**src/rtl/hmin_pkg.sv**
```systemverilog
package hmin_pkg;

   typedef enum logic {
      ENC_LEGACY = 1'b0,
      ENC_VEXT   = 1'b1
   } enc_mode_e;

   // number of registered tree levels selected by a level mask
   function automatic int unsigned pipe_latency(int unsigned mask, int unsigned lvls);
      int unsigned n;
      n = 0;
      for (int unsigned i = 0; i < lvls; i++) begin
         if (((mask >> i) & 1) != 0) n++;
      end
      return n;
   endfunction

endpackage

```
**src/rtl/hmin_legal.sv**
```systemverilog
module hmin_legal #(
   parameter int unsigned XREG_W = 4
) (
   input  logic              mode,
   input  logic              vlen_bit,
   input  logic [XREG_W-1:0] xreg,
   output logic              illegal
);
   import hmin_pkg::*;

   // only the vector-extended form carries constraints on the two fields
   always_comb begin
      illegal = 1'b0;
      if (enc_mode_e'(mode) == ENC_VEXT) begin
         illegal = vlen_bit || (xreg != {XREG_W{1'b1}});
      end
   end
endmodule

```
**src/rtl/hmin_pair.sv**
```systemverilog
module hmin_pair #(
   parameter int unsigned LANE_W = 16,
   parameter int unsigned IDX_W  = 3,
   parameter bit          REG    = 1'b0
) (
   input  logic              clk,
   input  logic              rst_n,
   input  logic [LANE_W-1:0] a_val,
   input  logic [IDX_W-1:0]  a_idx,
   input  logic [LANE_W-1:0] b_val,
   input  logic [IDX_W-1:0]  b_idx,
   output logic [LANE_W-1:0] y_val,
   output logic [IDX_W-1:0]  y_idx
);
   logic              take_b;
   logic [LANE_W-1:0] sel_val;
   logic [IDX_W-1:0]  sel_idx;

   // input a always comes from the lower lanes; b wins only when strictly smaller
   assign take_b  = b_val < a_val;
   assign sel_val = take_b ? b_val : a_val;
   assign sel_idx = take_b ? b_idx : a_idx;

   generate
      if (REG) begin : g_reg
         always_ff @(posedge clk or negedge rst_n) begin
            if (!rst_n) begin
               y_val <= '0;
               y_idx <= '0;
            end else begin
               y_val <= sel_val;
               y_idx <= sel_idx;
            end
         end
      end else begin : g_comb
         assign y_val = sel_val;
         assign y_idx = sel_idx;
      end
   endgenerate
endmodule

```
**src/rtl/hmin_delay.sv**
```systemverilog
module hmin_delay #(
   parameter int unsigned W   = 8,
   parameter bit          REG = 1'b0
) (
   input  logic         clk,
   input  logic         rst_n,
   input  logic [W-1:0] d,
   output logic [W-1:0] q
);
   generate
      if (REG) begin : g_reg
         always_ff @(posedge clk or negedge rst_n) begin
            if (!rst_n) q <= '0;
            else        q <= d;
         end
      end else begin : g_comb
         assign q = d;
      end
   endgenerate
endmodule

```
**src/rtl/hmin_unit.sv**
```systemverilog
module hmin_unit #(
   parameter int unsigned OP_W      = 128,
   parameter int unsigned LANE_W    = 16,
   parameter int unsigned VLEN_MAX  = 512,
   parameter int unsigned XREG_W    = 4,
   parameter int unsigned PIPE_MASK = 5,
   localparam int unsigned UPW_P    = (VLEN_MAX > OP_W) ? (VLEN_MAX - OP_W) : 1
) (
   input  logic                clk,
   input  logic                rst_n,
   input  logic                in_valid,
   input  logic [OP_W-1:0]     in_op,
   input  logic                in_vext,
   input  logic                in_vlen,
   input  logic [XREG_W-1:0]   in_xreg,
   input  logic [UPW_P-1:0]    in_upper,
   output logic                out_valid,
   output logic                out_illegal,
   output logic [VLEN_MAX-1:0] out_res
);
   localparam int unsigned LANES = OP_W / LANE_W;
   localparam int unsigned LVLS  = $clog2(LANES);
   localparam int unsigned IDX_W = LVLS;
   localparam int unsigned UPW   = VLEN_MAX - OP_W;
   localparam int unsigned SB_W  = 3 + UPW_P;

   generate
      if (LANES * LANE_W != OP_W || (1 << LVLS) != LANES || LANES < 2) begin : g_bad_lanes
         $error("hmin_unit: OP_W must split into a power-of-two count of lanes");
      end
      if (VLEN_MAX != 128 && VLEN_MAX != 256 && VLEN_MAX != 512) begin : g_bad_vlen
         $error("hmin_unit: VLEN_MAX must be 128, 256 or 512");
      end
      if (OP_W != 128 || LANE_W + IDX_W > OP_W) begin : g_bad_fields
         $error("hmin_unit: operand must be 128 bits wide with room for value and index");
      end
   endgenerate

   logic [LANE_W-1:0] lv_val [LVLS+1][LANES];
   logic [IDX_W-1:0]  lv_idx [LVLS+1][LANES];
   logic [SB_W-1:0]   sb     [LVLS+1];
   logic              ill_in;

   hmin_legal #(.XREG_W(XREG_W)) u_legal (
      .mode     (in_vext),
      .vlen_bit (in_vlen),
      .xreg     (in_xreg),
      .illegal  (ill_in)
   );

   // sideband word: valid, illegal, mode, prior upper contents
   assign sb[0] = {in_valid, ill_in, in_vext, in_upper};

   generate
      for (genvar k = 0; k < LANES; k++) begin : g_leaf
         assign lv_val[0][k] = in_op[k*LANE_W +: LANE_W];
         assign lv_idx[0][k] = IDX_W'(k);
      end

      for (genvar l = 0; l < LVLS; l++) begin : g_lvl
         localparam bit REG_L = ((PIPE_MASK >> l) & 1) != 0;
         for (genvar k = 0; k < (LANES >> (l + 1)); k++) begin : g_cell
            hmin_pair #(.LANE_W(LANE_W), .IDX_W(IDX_W), .REG(REG_L)) u_pair (
               .clk   (clk),
               .rst_n (rst_n),
               .a_val (lv_val[l][2*k]),
               .a_idx (lv_idx[l][2*k]),
               .b_val (lv_val[l][2*k+1]),
               .b_idx (lv_idx[l][2*k+1]),
               .y_val (lv_val[l+1][k]),
               .y_idx (lv_idx[l+1][k])
            );
         end
         hmin_delay #(.W(SB_W), .REG(REG_L)) u_sb (
            .clk   (clk),
            .rst_n (rst_n),
            .d     (sb[l]),
            .q     (sb[l+1])
         );
      end
   endgenerate

   logic              f_valid;
   logic              f_ill;
   logic              f_vext;
   logic [UPW_P-1:0]  f_upper;
   logic [LANE_W-1:0] f_val;
   logic [IDX_W-1:0]  f_idx;

   assign {f_valid, f_ill, f_vext, f_upper} = sb[LVLS];
   assign f_val = lv_val[LVLS][0];
   assign f_idx = lv_idx[LVLS][0];

   logic [VLEN_MAX-1:0] upper_full;
   generate
      if (UPW > 0) begin : g_upper
         assign upper_full = {f_upper, {OP_W{1'b0}}};
      end else begin : g_no_upper
         assign upper_full = '0;
      end
   endgenerate

   always_comb begin
      out_valid   = f_valid;
      out_illegal = f_valid && f_ill;
      out_res     = '0;
      if (f_valid && !f_ill) begin
         out_res[LANE_W-1:0]       = f_val;
         out_res[LANE_W +: IDX_W]  = f_idx;
         if (hmin_pkg::enc_mode_e'(f_vext) == hmin_pkg::ENC_LEGACY) begin
            out_res = out_res | upper_full;
         end
      end
   end
endmodule

```
**config.mk**
```make
export PLATFORM = sky130hd
export DESIGN_NAME = hmin_unit
export DESIGN_NICKNAME = d
export VERILOG_FILES = /design/src/rtl/hmin_pkg.sv /design/src/rtl/hmin_legal.sv /design/src/rtl/hmin_pair.sv /design/src/rtl/hmin_delay.sv /design/src/rtl/hmin_unit.sv
export SDC_FILE = /design/constraint.sdc
export NUM_CORES = 1
export LEC_CHECK = 0
export BUFFER_PORTS_ARGS = -buffer_cell sky130_fd_sc_hd__buf_2
export CAP_MARGIN = 20
export CORE_AREA = 8 8 395 397
export CTS_BUF_LIST = sky130_fd_sc_hd__clkbuf_4 sky130_fd_sc_hd__clkbuf_8 sky130_fd_sc_hd__clkbuf_16
export DETAILED_ROUTE_END_ITERATION = 16
export DIE_AREA = 0 0 403 405
export PLACE_DENSITY_LB_ADDON = 0.1
export SLEW_MARGIN = 0
export SYNTH_ARGS = -nofsm -noshare
export SYNTH_HDL_FRONTEND = slang
export SYNTH_HIERARCHICAL = 1
export SYNTH_SLANG_ARGS = --single-unit
export TNS_END_PERCENT = 100
```
**constraint.sdc**
```tcl
create_clock -name clk -period 5 [get_ports clk]
set_clock_uncertainty 0.05 [all_clocks]
set_input_delay 1.5 -clock clk [delete_from_list [all_inputs] [get_ports clk]]
set_output_delay 1.5 -clock clk [all_outputs]
set_load 0.005 [all_outputs]
```
# After elaboration in Yosys (flattened, before gate mapping)

Cells that the tools add are included.

Flip-flop bits (word level): 869
Word-level logic and storage cells: 42
Output and inout bits: 514

Bitwise gates (word level): 1
Multiplexer cells: 17
Reductions and logical operators: 4
$lt $le $gt $ge: 7
Equal/unequal tests: 1

Operators with widths:

| operator                                         | number |
|---|---|
| 512-bit two-way mux                              | 2 |
| 19-bit by 512-bit bitwise OR with 512-bit output | 1 |
| 16-bit less-than comparator                      | 7 |
| 16-bit two-way mux                               | 7 |
| 3-bit two-way mux                                | 3 |
| 1-bit two-way mux                                | 5 |
| 4-bit inequality test, second input constant     | 1 |
| 1-bit logical AND                                | 2 |
| 1-bit logical NOT                                | 1 |
| 1-bit logical OR                                 | 1 |

# Longest topological paths before layout

Gate-level depths: netlist of run 1.

Depth after elaboration: 4
Depth in mapped cells: 16
Gate-level depth less buffers: 14

# Hierarchy

Netlist of run 1, hierarchy kept.

Modules (own cells, without submodules):

| module                                    | instances | seq. area each (um2) | cells an instance | area an instance (um2) |
|---|---|---|---|---|
| hmin_delay (g_lvl[0].u_sb ...)            | 2         | 9684.3               | 387               | 9684.3 |
| hmin_unit                                 | 1         | 0.0                  | 648               | 6451.2 |
| hmin_pair (g_lvl[0].g_cell[0].u_pair ...) | 5         | 475.5                | 89                | 1156.1 |
| hmin_delay (g_lvl[1].u_sb)                | 1         | 0.0                  | 387               | 2905.3 |
| hmin_pair (g_lvl[1].g_cell[0].u_pair ...) | 2         | 0.0                  | 70                | 680.7 |
| hmin_legal                                | 1         | 0.0                  | 2                 | 21.3 |

# Least setup slack after synthesis of run 1

Ideal clock, no wire load.

Path type: reg2reg
From: reg g_lvl[0].g_cell[2].u_pair.y_val[13]
To: reg g_lvl[2].g_cell[0].u_pair.y_idx[0]
Slack: 0.873 ns
Data required time: 4.825 ns
Stages on the path, launching flop included: 16
Data arrival time: 3.952 ns
Clock period less this slack: 4.127 ns
Path through: dfrtp_1 inv_1 ha_1 a211oi_1 nor2_1 a311o_1 a211oi_4 buf_6 mux2_4 ha_1 a211oi_1 nor2_1 a311o_1 a211oi_4 buf_6 mux2_4

RTL lines:

| element                  | line            | source |
|---|---|---|
| start: declaration       | hmin_pair.sv:12 | `output logic [LANE_W-1:0] y_val,` |
| start signal: assignment | hmin_pair.sv:31 | `y_val <= sel_val;` |
| end signal: assignment   | hmin_pair.sv:32 | `y_idx <= sel_idx;` |
| end: declaration         | hmin_pair.sv:13 | `output logic [IDX_W-1:0] y_idx` |

# Final worst setup path of run 1

From: reg g_lvl[2].u_sb.q[384]
To: out out_res[149]

Longest elaborated chain between the ends: 2

RTL lines:

| element                  | line             | source |
|---|---|---|
| start: declaration       | hmin_delay.sv:8  | `output logic [W-1:0] q` |
| start signal: assignment | hmin_delay.sv:13 | `if (!rst_n) q <= '0;` |
| start signal: assignment | hmin_delay.sv:14 | `else q <= d;` |
| 512-bit two-way mux      | hmin_unit.sv:110 | `if (hmin_pkg::enc_mode_e'(f_vext) == hmin_pkg::ENC_LEGACY) begin` |
| 512-bit two-way mux      | hmin_unit.sv:107 | `if (f_valid && !f_ill) begin` |
| end: declaration         | hmin_unit.sv:19  | `output logic [VLEN_MAX-1:0] out_res` |

Every way passes these cells.

==> results of run 1 <==
metal layers:
metal	routed length, um	GRT usage, %
met4	2680	3.50
met1	46800	16.4
met5	413	0
met2	58800	24.1
met3	10500	5.86
sequential cells by signal, summed over array words and instances, names as in the netlist:
register / flops
g_lvl.u_sb/q: 774
g_lvl.g_cell.u_pair/y_val: 80
g_lvl.g_cell.u_pair/y_idx: 15
cell families after synthesis:
family | count (synthesis) | share of synthesized area, %
DFF | 869 | 60.6
buffers and inverters | 748 | 14.1
muxes | 133 | 4.91
and+or+nand+nor | 454 | 14.3
AOI/OAI and AO/OA | 85 | 2.40
other | 2 | 0.0209
adders and majority gates | 105 | 3.66
cell usage after synthesis:
cell,count
dfrtp_1,869
buf_4,497
and4bb_2,298
inv_1,112
ha_1,105
nor4bb_1,82
buf_2,77
mux2_4,70
mux2_2,63
buf_6,39
a21oi_1,21
and3b_1,19
and4_1,14
nand2_1,14
o21ai_0,14
clkbuf_1,12
clkbuf_2,11
a2111oi_2,7
a2111oi_4,7
a211oi_1,7
a211oi_4,7
a21o_1,7
a311o_1,7
nand2b_4,7
nand4_1,7
nor2_1,7
o221ai_1,7
and4bb_1,4
conb_1,2
a21boi_2,1
and2_1,1
and4b_1,1
final cells by class:
| type | instances | area (sq um) | share of cell area [%] |
|---|---|---|---|
| diodes | 28 | 70.1 | 0.163 |
| well taps | 1944 | 2430 | 5.66 |
| inverters | 112 | 420 | 0.978 |
| clock inverters | 36 | 450 | 1.05 |
| repair buffers | 978 | 5270 | 12.2 |
| clock buffers | 147 | 3030 | 7.05 |
| flip-flops and latches | 869 | 21800 | 50.6 |
| multi-input cells | 910 | 9560 | 22.2 |
power breakdown:
| part | total (W) | switching, W | internal (W) |
|---|---|---|---|
| Combinational | 0.00200 | 0.00102 | 0.000972 |
| Sequential | 0.00768 | 0.000182 | 0.00750 |
| Clock | 0.00756 | 0.00303 | 0.00453 |
worst register-to-register path, cell delays in order (launching register included):
cell and delay, ps:
dfrtp_1 350, inv_1 50, ha_1 290, and4_1 330, nand4_1 160, a2111oi_2 470
a211oi_4 80, buf_4 210, mux2_4 330, ha_1 290, a211oi_1 210, nor2_1 110
a311o_1 370, a211oi_4 410, buf_16 220, mux2_2 350
through the flow:
step / util (%) / setup WS, ps / total power, W / hold slack, ps / cells
6_report: 28.8 / 566 / 0.0172 / 268 / 5024
5_1_grt: 28.8 / 346 / 0.0181 / 269 / 5010
4_1_cts: 28.7 / 199 / 0.0176 / 268 / 4995
3_5_place_dp: 26.4 / 217 / 0.00982 / 285 / 4812
3_3_place_gp: 26.4 / 355 / 0.00979 / 281 / 4811
2_1_floorplan: - / 873 / 0.00915 / 371 / 2527
how the worst max path moves through the flow:
stage / start / to
2_1_floorplan: g_lvl[0].g_cell[2].u_pair/y_val[13]$_DFF_PN0_ / g_lvl[2].g_cell[0].u_pair/y_idx[0]$_DFF_PN0_
3_3_place_gp: g_lvl[0].g_cell[0].u_pair/y_val[13]$_DFF_PN0_ / g_lvl[2].g_cell[0].u_pair/y_val[4]$_DFF_PN0_
3_5_place_dp: g_lvl[0].g_cell[2].u_pair/y_val[14]$_DFF_PN0_ / g_lvl[2].g_cell[0].u_pair/y_val[15]$_DFF_PN0_
4_1_cts: g_lvl[0].g_cell[2].u_pair/y_val[14]$_DFF_PN0_ / g_lvl[2].g_cell[0].u_pair/y_val[15]$_DFF_PN0_
5_1_grt: g_lvl[0].g_cell[3].u_pair/y_val[13]$_DFF_PN0_ / g_lvl[2].g_cell[0].u_pair/y_val[2]$_DFF_PN0_
6_report: g_lvl[2].u_sb/q[384]$_DFF_PN0_ / out_res[149]
==> impl_metrics.yaml, run 1 <==
power_and_ir_drop:
  powerDensity_nw_per_um2: 401
  ir_drop_mv: 0.258
  p_leak_nw: 21.0
yosys:
  ys_seq_elements: 869
  netlist_area_sq_um: 35900
  synth.area.top_cells: "dfrtp_1, buf_4, and4bb_2"
  ys_warn_count: 6
  syn_inst: 2396
  synth_largest_area_cell: "dfrtp_1"
  synth.distinct_cells: 32
  yosysTopAreaCellShare_pct: 60.6
  syn_avg_cell_area_sq_um: 15.0
  synth-seq-area-share_pct: 60.6
detailed_routing:
  routed_via_density: 4.01
  wire_per_inst_um: 23.7
  ant_nets: 0
  first_iter_violations: 864
  vias: 20100
  dr.pass1.iters: 4
  wl_um: 119000
  drc: 0
timing:
  period_minus_slack_ps: 4430
  setup_viol: 0
  tightest_slew_ps: 948
  slew_headroom_pct: 36.8
  report.final.hold_viol_count: 0
  finalSetupTns_ps: 0
  period_share_pct: 88.7
  fmax_ghz: 0.226
  timing_max_transition_violations_final: 0
  rsz0062_at_grt: "false"
critical_path:
  reg2reg_from: "g_lvl[0].g_cell[2].u_pair/y_val[14]$_DFF_PN0_"
  start_kind: "flop"
  timing.rr.end: "g_lvl[2].g_cell[0].u_pair/y_val[2]$_DFF_PN0_"
  worst-path-stages: 3
  end_kind: "primary output"
  arrival_ps: 2880
  worstPathMaxFanout: 73
  max_stage_delay_ps: 790
  regToRegSetupSlack_ps: 610
  r2r_cells: 15
  criticalPathCategory: "flop to primary output"
  cp_cell_sequence: "buf_12, nor4bb_1, buf_2"
  crit_slowest_cell: "dfrtp_4"
  worst-path-buf-inv: 2
  critPathTopFamily: "flip-flops"
  required_ps: 3450
clocking:
  cts-root-buf: "clkbuf_16"
  worstSkewPairLatency_ps: 700
  ctsHoldBuffers: 0
  cts_htree_levels: 3
  cts_tree: "done"
  cts_setup_buffers: 0
  cts_sinks: 869
  cts_made_buffers: 101
  path_clk_slew_ps: 60
  cts.path.max_buffers: 3
  cts_resized: 0
hold_path:
  min_delay_worst_endpoint: "g_lvl[2].u_sb/q[18]$_DFF_PN0_"
  hold_start: "g_lvl[0].u_sb/q[18]$_DFF_PN0_"
  min_path_cells: 0
  hp-class: "flop to flop"
floorplanning:
  fp.dieH_um: 405
  die_w_um: 403
  die_area_sq_um: 163000
  rows: 142
  ios: 1035
  core_sq_um: 149000
  start_util_pct: 24.0
layout:
  layout_common_cells: "buf_2, dfrtp_1, and4bb_2, conb_1, inv_1"
  syn_to_final_growth_pct: 19.8
  drive_above_1_share_pct: 53.2
  n_fill_cell: 15200
  final_common_cell: "buf_2"
  design_area_sq_um: 43000
  nets: 3598
run:
  maxCapViolCount: 0
placed_design:
  dp_hpwl_um: 90700
  place.gp.congestion: 0.791
  post_dp_cell_area_sq_um: 39400
  io_buffer_count: 925
grt:
  grt_remaining_overflow: 0
  grt_max_degree: 98
  grt_pass1_vias: 22800
  antenna_found_initial: 94
  track_usage_pct: 14.1
  grt_pass1_wl_um: 170000
status:
  outcome: "finished clean"
(Power assumes the default switching activity.)
==> inputs of run 2 (changes only) <==
--- a/config.mk
+++ b/config.mk
@@ -8,7 +8,6 @@
 export BUFFER_PORTS_ARGS = -buffer_cell sky130_fd_sc_hd__buf_2
 export CAP_MARGIN = 20
 export CORE_AREA = 8 8 395 397
-export CTS_BUF_LIST = sky130_fd_sc_hd__clkbuf_4 sky130_fd_sc_hd__clkbuf_8 sky130_fd_sc_hd__clkbuf_16
 export DETAILED_ROUTE_END_ITERATION = 16
 export DIE_AREA = 0 0 403 405
 export PLACE_DENSITY_LB_ADDON = 0.1
==> impl_metrics.yaml, run 2 (synthesized netlist as in run 1, its figures left out) <==
timing:
  slew_headroom_pct: 36.4
  fmax_ghz: 0.227
  tightest_slew_ps: 954
  period_minus_slack_ps: 4410
  period_share_pct: 88.2
  report.final.hold_viol_count: 0
  setup_viol: 0
  timing_max_transition_violations_final: 0
  rsz0062_at_grt: "false"
  finalSetupTns_ps: 0
layout:
  reg.largest.list: "g_lvl.u_sb/q: 774 flops, g_lvl.g_cell.u_pair/y_val: 80 flops, g_lvl.g_cell.u_pair/y_idx: 15 flops"
  top_register: "g_lvl.u_sb/q"
  instances_no_fill: 5024
  nets: 3598
  syn_to_final_growth_pct: 19.5
  drive_above_1_share_pct: 52.5
  layout_common_cells: "buf_2, dfrtp_1, and4bb_2, conb_1, inv_1"
  largest_reg_flops: 774
  final_common_cell: "buf_2"
  n_fill_cell: 15200
critical_path:
  criticalPathCategory: "flop to primary output"
  start_kind: "flop"
  worstPathMaxFanout: 73
  end_kind: "primary output"
  arrival_ps: 2860
  required_ps: 3450
grt:
  grt_remaining_overflow: 0
  track_usage_pct: 14.1
  grt_pass1_wl_um: 170000
  grt_max_degree: 98
  grt_pass1_vias: 22700
  antenna_found_initial: 94
power_and_ir_drop:
  combPwrFrac_pct: 11.7
  p_int_w: 0.0129
  clockPowerShare_pct: 43.5
  power_frac_seq_pct: 44.8
  ir_drop_mv: 0.258
  switching_power_w: 0.00424
  p_leak_nw: 21.0
  powerDensity_nw_per_um2: 399
  switching_share_pct: 24.8
floorplanning:
  start_util_pct: 24.0
  fp.dieH_um: 405
  die_w_um: 403
  core_sq_um: 149000
  die_area_sq_um: 163000
  ios: 1035
  rows: 142
placed_design:
  io_buffer_count: 925
  place.gp.congestion: 0.791
  dp_hpwl_um: 90700
  placed_cells: 4812
clocking:
  worstSkewPairLatency_ps: 700
  cts.path.max_buffers: 3
  ctsHoldBuffers: 0
  cts_tree: "done"
  cts-root-buf: "clkbuf_16"
  cts_setup_buffers: 0
  path_clk_slew_ps: 60
  cts_made_buffers: 101
  cts_htree_levels: 3
  cts_sinks: 869
  cts_resized: 0
detailed_routing:
  drc: 0
  wl_um: 119000
  routed_via_density: 4.01
  first_iter_violations: 898
  vias: 20100
  dr.pass1.iters: 5
  ant_nets: 0
  wire_per_inst_um: 23.7
run:
  maxCapViolCount: 0
hold_path:
  hp-class: "flop to flop"
status:
  outcome: "finished clean"
==> run 2: area by class of cell <==
| class | instances | area (sq um) | share of cell area (%) |
|---|---|---|---|
| Antenna cell | 28 | 70.1 | 0.163 |
| Clock buffer | 147 | 2950 | 6.88 |
| Clock inverter | 36 | 450 | 1.05 |
| Inverter | 112 | 420 | 0.980 |
| Multi-Input combinational cell | 910 | 9560 | 22.3 |
| Sequential cell | 869 | 21800 | 50.7 |
| Tap cell | 1944 | 2430 | 5.67 |
| Timing Repair Buffer | 978 | 5270 | 12.3 |
==> run 2: power groups by stage <==
| stage | Sequential, W | Clock [W] | Combinational (W) |
|---|---|---|---|
| 3_3_place_gp | 0.00781 | 0 | 0.00198 |
| 6_report | 0.00768 | 0.00745 | 0.00200 |
| 3_5_place_dp | 0.00781 | 0 | 0.00201 |
| 2_1_floorplan | 0.00771 | 0 | 0.00144 |
| 5_1_grt | 0.00773 | 0.00805 | 0.00221 |
| 4_1_cts | 0.00769 | 0.00776 | 0.00202 |
==> run 2: per-stage QoR <==
step           hold slack (ps)  instance area [sq um]  power [W]  utilization [%]  worst slack, ps
6_report                   266                  42900     0.0171             28.7              589
5_1_grt                    268                  42900     0.0180             28.7              344
4_1_cts                    265                  42800     0.0175             28.7              199
3_5_place_dp               285                  39400    0.00982             26.4              217
3_3_place_gp               281                  39400    0.00979             26.4              355
2_1_floorplan              371                  36400    0.00915                -              873
==> run 2: critical path: stages (launching register included) <==
cell and delay, ps:
dfrtp_4 790, buf_12 350, nor4bb_1 690, buf_2 250
==> run 2: worst paths after layout <==
path	end	slack, ps	cells after the start	from
min in group asynchronous	g_lvl[2].u_sb/q[193]$_DFF_PN0_	770	1	rst_n
max in group asynchronous	g_lvl[2].u_sb/q[203]$_DFF_PN0_	2950	2	rst_n
setup / recovery	out_res[149]	590	3	g_lvl[2].u_sb/q[384]$_DFF_PN0_
setup reg to reg	g_lvl[2].g_cell[0].u_pair/y_val[2]$_DFF_PN0_	610	15	g_lvl[0].g_cell[2].u_pair/y_val[14]$_DFF_PN0_
hold reg to reg	g_lvl[2].u_sb/q[18]$_DFF_PN0_	270	0	g_lvl[0].u_sb/q[18]$_DFF_PN0_
hold / removal	g_lvl[2].u_sb/q[18]$_DFF_PN0_	270	0	g_lvl[0].u_sb/q[18]$_DFF_PN0_
==> run 2: layer usage <==
layer / up-vias / part of all wire (%) / track usage [%]
met3: 240 / 8.7 / 5.87
met1: 10200 / 39 / 16.5
met5: - / 0.33 / 0
met4: 60 / 2.3 / 3.49
met2: 768 / 49 / 24.0
li1: 8872 / - / -
==> inputs of run 3 (changes only) <==
--- a/config.mk
+++ b/config.mk
@@ -5,15 +5,17 @@
 export SDC_FILE = /design/constraint.sdc
 export NUM_CORES = 1
 export LEC_CHECK = 0
+export ABC_AREA = 1
 export BUFFER_PORTS_ARGS = -buffer_cell sky130_fd_sc_hd__buf_2
 export CAP_MARGIN = 20
-export CORE_AREA = 8 8 395 397
+export CELL_PAD_IN_SITES_DETAIL_PLACEMENT = 0
+export CELL_PAD_IN_SITES_GLOBAL_PLACEMENT = 1
+export CORE_AREA = 8 8 397 399
 export DETAILED_ROUTE_END_ITERATION = 16
-export DIE_AREA = 0 0 403 405
+export DIE_AREA = 0 0 405 407
 export PLACE_DENSITY_LB_ADDON = 0.1
 export SLEW_MARGIN = 0
 export SYNTH_ARGS = -nofsm -noshare
 export SYNTH_HDL_FRONTEND = slang
-export SYNTH_HIERARCHICAL = 1
 export SYNTH_SLANG_ARGS = --single-unit
 export TNS_END_PERCENT = 100
==> impl_metrics.yaml, run 3 <==
timing:
  setup_viol: 0
  period_minus_slack_ps: 4260
  fmax_ghz: 0.235
  report.final.hold_viol_count: 0
  slew_headroom_pct: 39.0
  setup_ws_ps: 741
  finalSetupTns_ps: 0
  period_share_pct: 85.2
  rsz0062_at_grt: "false"
  tightest_slew_ps: 913
  timing_max_transition_violations_final: 0
clocking:
  cts_sinks: 862
  ctsHoldBuffers: 0
  cts-root-buf: "clkbuf_16"
  path_clk_slew_ps: 60
  cts_tree: "done"
  cts.path.max_buffers: 3
  cts_setup_buffers: 0
  cts_resized: 0
  worstSkewPairLatency_ps: 690
  cts_made_buffers: 103
  cts_htree_levels: 3
hold_path:
  min_path_cells: 0
  hp-class: "flop to flop"
  min_delay_worst_endpoint: "g_lvl[2].u_sb.q[35]$_DFF_PN0_"
  hold_start: "g_lvl[0].u_sb.q[35]$_DFF_PN0_"
critical_path:
  start_kind: "flop"
  criticalPathCategory: "flop to primary output"
  worstPathMaxFanout: 39
  timing.rr.end: "g_lvl[2].g_cell[0].u_pair.y_val[4]$_DFF_PN0_"
  arrival_ps: 2710
  r2r_cells: 15
  startpoint: "g_lvl[2].u_sb.q[386]$_DFF_PN0_"
  reg2reg_from: "g_lvl[0].g_cell[3].u_pair.y_val[5]$_DFF_PN0_"
  required_ps: 3450
  regToRegSetupSlack_ps: 1020
  end_kind: "primary output"
run:
  maxCapViolCount: 0
floorplanning:
  rows: 143
  ios: 1035
  die_area_sq_um: 165000
  die_w_um: 405
  start_util_pct: 19.7
  fp.dieH_um: 407
  core_sq_um: 151000
grt:
  grt_pass1_vias: 22700
  grt_remaining_overflow: 0
  grt_pass1_wl_um: 172000
  grt_max_degree: 116
  track_usage_pct: 14.5
  antenna_found_initial: 114
layout:
  nets: 4178
  drive_above_1_share_pct: 31.7
  top_register: "g_lvl.u_sb.q"
  syn_to_final_growth_pct: 35.4
  reg.largest.list: "g_lvl.u_sb.q: 774 flops, g_lvl.g_cell.u_pair.y_val: 80 flops, g_lvl.g_cell.u_pair.y_idx: 8 flops"
  layout_common_cells: "buf_2, dfrtp_1, nand2_1, nor2_1, inv_1"
  largest_reg_flops: 774
  final_common_cell: "buf_2"
yosys:
  synthTopCellsByCount: "dfrtp_1, nand2_1, nor2_1"
  syn_inst: 2580
  syn_avg_cell_area_sq_um: 11.5
  yosysMostFrequentCell: "dfrtp_1"
  synth.distinct_cells: 29
  yosysTopAreaCellShare_pct: 72.5
  synth-edff-count: 0
  ys_warn_count: 0
  ys_seq_elements: 862
  netlist_area_sq_um: 29700
  synth-seq-area-share_pct: 72.5
  async_flop_share_pct: 100
  synthFlopType: "dfrtp_1"
  synth.area.top_cells: "dfrtp_1, nand2_1, nor2_1"
  synth_largest_area_cell: "dfrtp_1"
detailed_routing:
  wire_per_inst_um: 21.7
  ant_nets: 0
  vias: 21100
  dr.pass1.iters: 5
  first_iter_violations: 863
  routed_via_density: 3.71
  drc: 0
  wl_um: 124000
power_and_ir_drop:
  ir_drop_mv: 0.277
  powerDensity_nw_per_um2: 430
  finalPower_w: 0.0173
  p_leak_nw: 20.6
placed_design:
  io_buffer_count: 925
  place.gp.congestion: 0.791
  dp_hpwl_um: 96700
  post-place-ws_ps: 730
status:
  outcome: "finished clean"
-- run 3: cell count changes in the layout (fill, tap and decap cells not counted), sizes merged, moves of 13 or more --
cell	delta
and4bb	-302
nand2	+566
a21oi	+44
mux2	-131
inv	+51
nor4bb	-82
nor2	+430
conb	-23
and4	-14
and3b	-19
o21ai	+73
nand3	+25
a2111oi	-13
-- run 3: cell type report --
type | count | area, sq um
Multi-Input combinational cell | 1444 | 6730
Clock inverter | 33 | 508
Tap cell | 2030 | 2540
Clock buffer | 151 | 3030
Inverter | 166 | 623
Timing Repair Buffer | 975 | 5190
Sequential cell | 862 | 21600
Antenna cell | 36 | 90.1
Fill cell | 16200 | 111000
-- run 3: kinds of logic after synthesis --
logic type	Yosys count	share of synthesized area [%]
and+or+nand+nor	1057	13.6
muxes	2	0.0757
adders and majority gates	105	4.42
AOI/OAI and AO/OA	170	3.09
other	2	0.0252
DFF	862	72.5
buffers and inverters	382	6.23
-- run 3: worst max-delay path: stages (launching register included) --
cell,delay [ps]
dfrtp_1,380
inv_1,80
nor2_4,300
buf_12,250
buf_12,250
nand2_1,80
nor2_1,370
buf_2,210
-- run 3: metrics by stage --
step                      util [%]  cell area, sq um  hold slack (ps)  cells
after floorplan                  -             30200              281   2688
after global placement        24.2             36700              281   5477
after detailed placement      24.2             36700              285   5477
after CTS                     26.6             40200              268   5661
after global routing          26.6             40200              284   5674
final                         26.6             40300              267   5697
-- run 3: how the worst max path moves through the flow --
stage	slack, ps	cells past startpoint	endpoint
6_report	740	7	out_res[178]
2_1_floorplan	1780	19	g_lvl[2].g_cell[0].u_pair.y_idx[0]$_DFF_PN0_
3_5_place_dp	730	13	g_lvl[0].g_cell[0].u_pair.y_val[1]$_DFF_PN0_
4_1_cts	490	6	out_res[414]
5_1_grt	470	6	out_res[420]
3_3_place_gp	700	13	g_lvl[0].g_cell[0].u_pair.y_val[1]$_DFF_PN0_
-- run 3: power by group --
part / switching [W] / internal (W)
sequential: 0.000186 / 0.00745
combinational: 0.00131 / 0.000682
clock: 0.00311 / 0.00457
-- run 3: layer usage --
| metal | vias to the layer above | GRT usage (%) | wire length [um] |
|---|---|---|---|
| li1 | 9727 | - | - |
| met2 | 812 | 25.1 | 61000 |
| met5 | - | 0 | 329 |
| met1 | 10200 | 16.1 | 46300 |
| met4 | 50 | 3.71 | 3440 |
| met3 | 282 | 6.67 | 12600 |
